--- config.mk ---
export PLATFORM = sky130hd
export DESIGN_NAME = wdg_lockbank
export DESIGN_NICKNAME = d
export VERILOG_FILES = /design/src/rtl/wdg_pkg.sv /design/src/rtl/wdg_key_gate.sv /design/src/rtl/wdg_timer.sv /design/src/rtl/wdg_lockbank.sv
export SDC_FILE = /design/constraint.sdc
export NUM_CORES = 1
export LEC_CHECK = 0
export ABC_AREA = 1
export BUFFER_PORTS_ARGS = -buffer_cell sky130_fd_sc_hd__buf_2
export CAP_MARGIN = 20
export CORE_MARGIN = 5
export CORE_UTILIZATION = 50
export DETAILED_ROUTE_END_ITERATION = 8
export PLACE_DENSITY = 0.68
export SLEW_MARGIN = 15
export SYNTH_ARGS = -nofsm -noshare
export SYNTH_HDL_FRONTEND = slang
export SYNTH_SLANG_ARGS = --single-unit
--- constraint.sdc ---
create_clock -name clk -period 1.9 [get_ports clk]
set_input_delay 0.38 -clock clk [delete_from_list [all_inputs] [get_ports clk]]
set_output_delay 0.38 -clock clk [all_outputs]
set_load 0.005 [all_outputs]
--- src/rtl/wdg_pkg.sv ---
package wdg_pkg;

   typedef enum logic [1:0] {
      SEL_KICK   = 2'd0,
      SEL_RELOAD = 2'd1,
      SEL_PRESC  = 2'd2,
      SEL_RUN    = 2'd3
   } wdg_sel_e;

   localparam int NUM_GUARDS = 4;

   function automatic int nkeys_of(input int g);
      return (g == int'(SEL_RUN)) ? 3 : 2;
   endfunction

   function automatic logic [15:0] key_of(input int g, input int n);
      logic [15:0] k;
      k = 16'h0000;
      case (g)
         0: k = (n == 0) ? 16'h5555 : 16'hAAAA;
         1: k = (n == 0) ? 16'h6666 : 16'hBBBB;
         2: k = (n == 0) ? 16'h5A5A : 16'hA5A5;
         default: k = (n == 0) ? 16'h7777 : ((n == 1) ? 16'hCCCC : 16'hDDDD);
      endcase
      return k;
   endfunction

endpackage

--- src/rtl/wdg_key_gate.sv ---
module wdg_key_gate #(
   parameter int DATA_W   = 16,
   parameter int NUM_KEYS = 2,
   parameter logic [DATA_W-1:0] KEY0 = '0,
   parameter logic [DATA_W-1:0] KEY1 = '0,
   parameter logic [DATA_W-1:0] KEY2 = '0
) (
   input  logic              clk,
   input  logic              rst_n,
   input  logic              lock_wr,
   input  logic              guard_wr,
   input  logic [DATA_W-1:0] wdata,
   output logic              accept,
   output logic              is_open,
   output logic [1:0]        prog
);

   localparam logic [1:0] OPEN_STEP = 2'(NUM_KEYS);

   generate
      if (NUM_KEYS != 2 && NUM_KEYS != 3) begin : g_bad_keys
         $error("wdg_key_gate: NUM_KEYS must be 2 or 3");
      end
   endgenerate

   logic [1:0]        step_q;
   logic [DATA_W-1:0] want;

   always_comb begin
      case (step_q)
         2'd0:    want = KEY0;
         2'd1:    want = KEY1;
         default: want = KEY2;
      endcase
   end

   assign is_open = (step_q == OPEN_STEP);
   assign accept  = guard_wr && is_open;

   always_ff @(posedge clk or negedge rst_n) begin
      if (!rst_n) begin
         step_q <= 2'd0;
      end else if (lock_wr) begin
         if (!is_open && wdata == want) step_q <= step_q + 2'd1;
         else                           step_q <= 2'd0;
      end else if (accept) begin
         step_q <= 2'd0;
      end
   end

   generate
      if (NUM_KEYS == 3) begin : g_prog_linear
         assign prog = step_q;
      end else begin : g_prog_jump
         assign prog = (step_q == 2'd2) ? 2'd3 : step_q;
      end
   endgenerate

   AST_STEP_RANGE: assert property (@(posedge clk) disable iff (!rst_n)
      step_q <= OPEN_STEP);

   AST_WRONG_KEY: assert property (@(posedge clk) disable iff (!rst_n)
      (lock_wr && (is_open || wdata != want)) |=> (prog == 2'd0));

   AST_ONE_WRITE: assert property (@(posedge clk) disable iff (!rst_n)
      (accept && !lock_wr) |=> !is_open);

   AST_IGNORED_KEEPS: assert property (@(posedge clk) disable iff (!rst_n)
      (guard_wr && !is_open && !lock_wr) |=> $stable(step_q));

endmodule

--- src/rtl/wdg_timer.sv ---
module wdg_timer #(
   parameter int CNT_W = 16,
   parameter int PRE_W = 16,
   parameter logic [CNT_W-1:0] RELOAD_INIT = '1
) (
   input  logic             clk,
   input  logic             rst_n,
   input  logic             run,
   input  logic             restart,
   input  logic [CNT_W-1:0] reload,
   input  logic [PRE_W-1:0] presc,
   output logic             expire
);

   logic [PRE_W-1:0] pre_q;
   logic [CNT_W-1:0] cnt_q;
   logic             fire_q;
   logic             tick;

   assign tick   = (pre_q == presc);
   assign expire = fire_q;

   always_ff @(posedge clk or negedge rst_n) begin
      if (!rst_n) begin
         pre_q  <= '0;
         cnt_q  <= RELOAD_INIT;
         fire_q <= 1'b0;
      end else begin
         fire_q <= 1'b0;
         if (restart) begin
            pre_q <= '0;
            cnt_q <= reload;
         end else if (run) begin
            if (tick) begin
               pre_q <= '0;
               if (cnt_q == '0) begin
                  cnt_q  <= reload;
                  fire_q <= 1'b1;
               end else begin
                  cnt_q <= cnt_q - 1'b1;
               end
            end else begin
               pre_q <= pre_q + 1'b1;
            end
         end
      end
   end

   AST_STOP_QUIET: assert property (@(posedge clk) disable iff (!rst_n)
      !run |=> !expire);

   AST_RESTART_QUIET: assert property (@(posedge clk) disable iff (!rst_n)
      restart |=> !expire);

   AST_FIRE_RELOADS: assert property (@(posedge clk) disable iff (!rst_n)
      (run && !restart && tick && cnt_q == '0) |=> (expire && cnt_q == $past(reload)));

endmodule

--- src/rtl/wdg_lockbank.sv ---
module wdg_lockbank #(
   parameter int DATA_W = 16,
   parameter int CNT_W  = 16,
   parameter int PRE_W  = 16,
   parameter logic [CNT_W-1:0] RELOAD_INIT = '1,
   parameter logic [PRE_W-1:0] PRESC_INIT  = '0
) (
   input  logic              clk,
   input  logic              rst_n,
   input  logic              bus_wr,
   input  logic [2:0]        bus_addr,
   input  logic [DATA_W-1:0] bus_wdata,
   output logic [DATA_W-1:0] bus_rdata,
   output logic              wdog_rst
);
   import wdg_pkg::*;

   localparam int NG = NUM_GUARDS;

   generate
      if (DATA_W < 16) begin : g_bad_data
         $error("wdg_lockbank: DATA_W must hold a 16-bit key");
      end
      if (CNT_W > DATA_W || PRE_W > DATA_W) begin : g_bad_cnt
         $error("wdg_lockbank: counter fields must fit in DATA_W");
      end
   endgenerate

   logic [NG-1:0] lock_wr, guard_wr, accept, is_open;
   logic [1:0]    prog [NG];

   genvar g;
   generate
      for (g = 0; g < NG; g++) begin : g_gate
         assign lock_wr[g]  = bus_wr && !bus_addr[2] && (bus_addr[1:0] == 2'(g));
         assign guard_wr[g] = bus_wr &&  bus_addr[2] && (bus_addr[1:0] == 2'(g));
         wdg_key_gate #(
            .DATA_W  (DATA_W),
            .NUM_KEYS(nkeys_of(g)),
            .KEY0    (DATA_W'(key_of(g, 0))),
            .KEY1    (DATA_W'(key_of(g, 1))),
            .KEY2    (DATA_W'(key_of(g, 2)))
         ) i_gate (
            .clk     (clk),
            .rst_n   (rst_n),
            .lock_wr (lock_wr[g]),
            .guard_wr(guard_wr[g]),
            .wdata   (bus_wdata),
            .accept  (accept[g]),
            .is_open (is_open[g]),
            .prog    (prog[g])
         );
      end
   endgenerate

   logic [CNT_W-1:0] reload_q;
   logic [PRE_W-1:0] presc_q;
   logic             run_q;
   logic             kick_hit, start_hit, restart;

   assign kick_hit  = accept[SEL_KICK] && (bus_wdata == DATA_W'(1));
   assign start_hit = accept[SEL_RUN]  && bus_wdata[0];
   assign restart   = kick_hit || start_hit;

   always_ff @(posedge clk or negedge rst_n) begin
      if (!rst_n) begin
         reload_q <= RELOAD_INIT;
         presc_q  <= PRESC_INIT;
         run_q    <= 1'b0;
      end else begin
         if (accept[SEL_RELOAD]) reload_q <= bus_wdata[CNT_W-1:0];
         if (accept[SEL_PRESC])  presc_q  <= bus_wdata[PRE_W-1:0];
         if (accept[SEL_RUN])    run_q    <= bus_wdata[0];
      end
   end

   wdg_timer #(
      .CNT_W      (CNT_W),
      .PRE_W      (PRE_W),
      .RELOAD_INIT(RELOAD_INIT)
   ) i_timer (
      .clk    (clk),
      .rst_n  (rst_n),
      .run    (run_q),
      .restart(restart),
      .reload (reload_q),
      .presc  (presc_q),
      .expire (wdog_rst)
   );

   always_comb begin
      bus_rdata = '0;
      if (!bus_addr[2]) begin
         bus_rdata[1:0] = prog[bus_addr[1:0]];
      end else begin
         case (bus_addr[1:0])
            2'd1:    bus_rdata = DATA_W'(reload_q);
            2'd2:    bus_rdata = DATA_W'(presc_q);
            2'd3:    bus_rdata = DATA_W'(run_q);
            default: bus_rdata = '0;
         endcase
      end
   end

   AST_RELOAD_IGNORED: assert property (@(posedge clk) disable iff (!rst_n)
      (guard_wr[SEL_RELOAD] && !is_open[SEL_RELOAD]) |=> $stable(reload_q));

   AST_PRESC_IGNORED: assert property (@(posedge clk) disable iff (!rst_n)
      (guard_wr[SEL_PRESC] && !is_open[SEL_PRESC]) |=> $stable(presc_q));

   AST_RUN_IGNORED: assert property (@(posedge clk) disable iff (!rst_n)
      (guard_wr[SEL_RUN] && !is_open[SEL_RUN]) |=> $stable(run_q));

   AST_ONE_GATE_PER_WRITE: assert property (@(posedge clk) disable iff (!rst_n)
      $onehot0(accept));

endmodule

==> results.toml <==
[pwr]
power_leakage_nw = 2.865
ir_drop_uv = 364.3
powerDensity_mw_per_mm2 = 822.4

[die]
row_count = 36
die_h_um = 110.9
ioPinCount = 39
start_util_pct = 51.62
fp.coreArea_mm2 = 0.009864
die_area_mm2 = 0.01230
die_w_um = 110.9

[worst_setup_path]
crit_type = "reg2out"
crit_arrival_ns = 1.50
cp.required_ns = 1.52
cp-end-kind = "output pin"
crit_family = "flip-flops"
max_stage_delay_ns = 0.45
cp_num_buf_inv = 1
cp-start-kind = "flop"
path_cells = "ha_4 -> o21ai_2 -> o211a_1 -> a31oi_1 -> buf_2"
slowest_stage = "dfrtp_1"
critPathMaxFanout = 4

[drt]
routed_wl_um = 14590
drcViolationCount = 0
dr.pass1.iters = 5
routedWlPerCell_um = 15.03
drt_iter0_drc = 330
antenna_left = 0
via_per_inst = 5.218
vias = 5067

[global_route]
grt_pass1_vias = 4875
antenna_found_initial = 0
grt_pass1_wl_um = 24030
grt_overflow = 0
grt_max_degree = 35
track_usage_pct = 24.02

[final_layout]
diodes = 0
syn2layout_area_growth_pct = 17.84
fin_util_pct = 60.83
final_cell_mix = "256 x nand2_1, 103 x inv_1, 72 x nor2_1"
final_nets = 870
layout_commonest_cell = "nand2_1"
fillers = 906
final_cell_area_mm2 = 0.006001
drive_above_1_share_pct = 19.21

[timing]
fin_skew_ns = 0.01260
max_freq_mhz = 530.6
setup-tns-final_ns = 0
max_slew_margin_pct = 70.36
rsz0062_at_grt = "yes"
tightest_slew_ns = 0.4408
slew_viol_final = 0
final.setup.worst_slack_ns = 0.01547
min_period_ns = 1.885
hold_viol_final = 0
period_share_pct = 99.19
hold_slack_ns = 0.3935
setup_viol = 0

[logic_synthesis]
ys_types = 34
netlist_instances = 761
ys_seq_elements = 74
yosysWarningCount = 0
synth.avg_cell_area_um2 = 6.692
syn_nets = 798
synth_area_mm2 = 0.005092
seq_area_frac_synth_pct = 37.15

[clock_network]
cts_inserted_buffers = 9
clock_latency_ns = 0.35
h-tree-depth = 3
cts.clk_slew.worst_paths_ns = 0.08
cts_buffer_depth = 2
cts.sinks = 74
clockRootBuffer = "clkbuf_8"
cts_tree = "built"

[placed_design]
place_ws_ns = 0.08337
place_congestion = 1.014
placedInstanceArea_mm2 = 0.005623
io_buffer_count = 38
place_hpwl_um = 11180

[status]
status = "complete, no violations"

[worst_hold_path]
hold_class = "in2reg"

[flow_run]
drv_cap = 0
[metal layers]
metal | share of wire (%) | vias to the layer above | GRT usage (%)
li1 | - | 2533 | -
met1 | 44 | 2329 | 32.32
met2 | 47 | 177 | 38.67
met3 | 6.4 | 28 | 4.421
met4 | 2.6 | 0 | 8.703
met5 | 0 | - | 0
[flip-flops by register name, indices dropped and copies added, names as in the netlist]
name	count
run_q	1
i_timer.cnt_q	16
presc_q	16
reload_q	16
g_gate.i_gate.prog	2
i_timer.expire	1
g_gate.i_gate.step_q	6
i_timer.pre_q	16
[cell usage after synthesis]
cell,instances,area [um2]
a221oi_1,1,8.760
nand2_2,5,31.28
nand2_1,257,964.7
nor3_1,12,60.06
inv_2,3,11.26
a31oi_1,2,12.51
nor2_2,3,18.77
clkbuf_1,8,30.03
o21ai_1,2,10.01
dfrtp_1,42,1051
a21oi_1,18,90.09
inv_1,109,409.1
nor3_2,1,10.01
o31ai_1,2,15.01
nor2_4,1,11.26
o21ai_0,51,255.2
nand2_4,1,11.26
nor2_1,73,274.0
dfstp_2,32,840.8
nand3b_1,3,22.52
clkinv_1,1,3.750
buf_1,2,7.510
ha_1,15,187.7
o211a_1,1,10.01
nand3_1,49,245.2
xnor2_1,4,35.03
nor4_1,5,31.28
buf_6,3,33.78
nand4_1,24,150.1
buf_2,4,20.02
o22ai_1,3,18.77
xor2_1,19,166.4
buf_4,2,15.01
nand3_2,3,30.03
[what timing repair did]
action,CTS,global route
pin swaps,1,2
buffers inserted,3,6
setup endpoints to repair,2,28
gates resized for setup,9,16
hold buffers,1,0
hold endpoints to repair,16,0
[per-stage QoR]
step / total power [W] / cells
final: 0.004935 / 971
after global routing: 0.005275 / 971
after CTS: 0.004933 / 965
after detailed placement: 0.003484 / 945
after global placement: 0.003453 / 945
after floorplan: 0.003040 / 761
[cell families after synthesis]
family	count (synthesis)	share of synthesized area, %
AND/OR/NAND/NOR	437	36.54
buffers and inverters	132	10.42
AO/OA/AOI/OAI	80	8.255
flip-flops	74	37.15
XOR/XNOR	23	3.956
adder cells (fa/ha/maj)	15	3.686
[worst reg2reg max path, delay by kind of cell (launching register included)]
kind	cells	cell delay (ns)
flip-flops	1	0.47
AND/OR/NAND/NOR	9	0.80
buffers and inverters	3	0.41
[final cells by class]
class                           count  area [um2]  share of cell area, %
Multi-Input combinational cell    555        2724                  45.39
Sequential cell                    74        1893                  31.55
Timing Repair Buffer               80       555.5                  9.258
Inverter                          113       424.2                  7.068
Tap cell                          133       166.4                  2.773
Clock buffer                       12       165.2                  2.752
Clock inverter                      4       72.57                  1.209
[worst paths after layout]
| kind | from | to | slack, ns | cells after the start |
|---|---|---|---|---|
| worst min register to register | i_timer.cnt_q[15] | i_timer.cnt_q[15] | 0.48 | 2 |
| min in group asynchronous | rst_n | presc_q[9] | 0.46 | 2 |
| worst max register to register | i_timer.pre_q[5] | i_timer.cnt_q[8] | 0.16 | 12 |
| worst min-delay path | bus_wdata[13] | reload_q[13] | 0.39 | 3 |
| max in group asynchronous | rst_n | reload_q[14] | 0.79 | 3 |
| worst max-delay path | g_gate[0].i_gate.step_q[1] | bus_rdata[1] | 0.02 | 5 |
[power by group]
part / internal (W) / switching, W
clock: 0.000845 / 0.000591
sequential: 0.00188 / 0.000278
combinational: 0.000548 / 0.000795
total: 0.00327 / 0.00166
(Power assumes the default switching activity.)
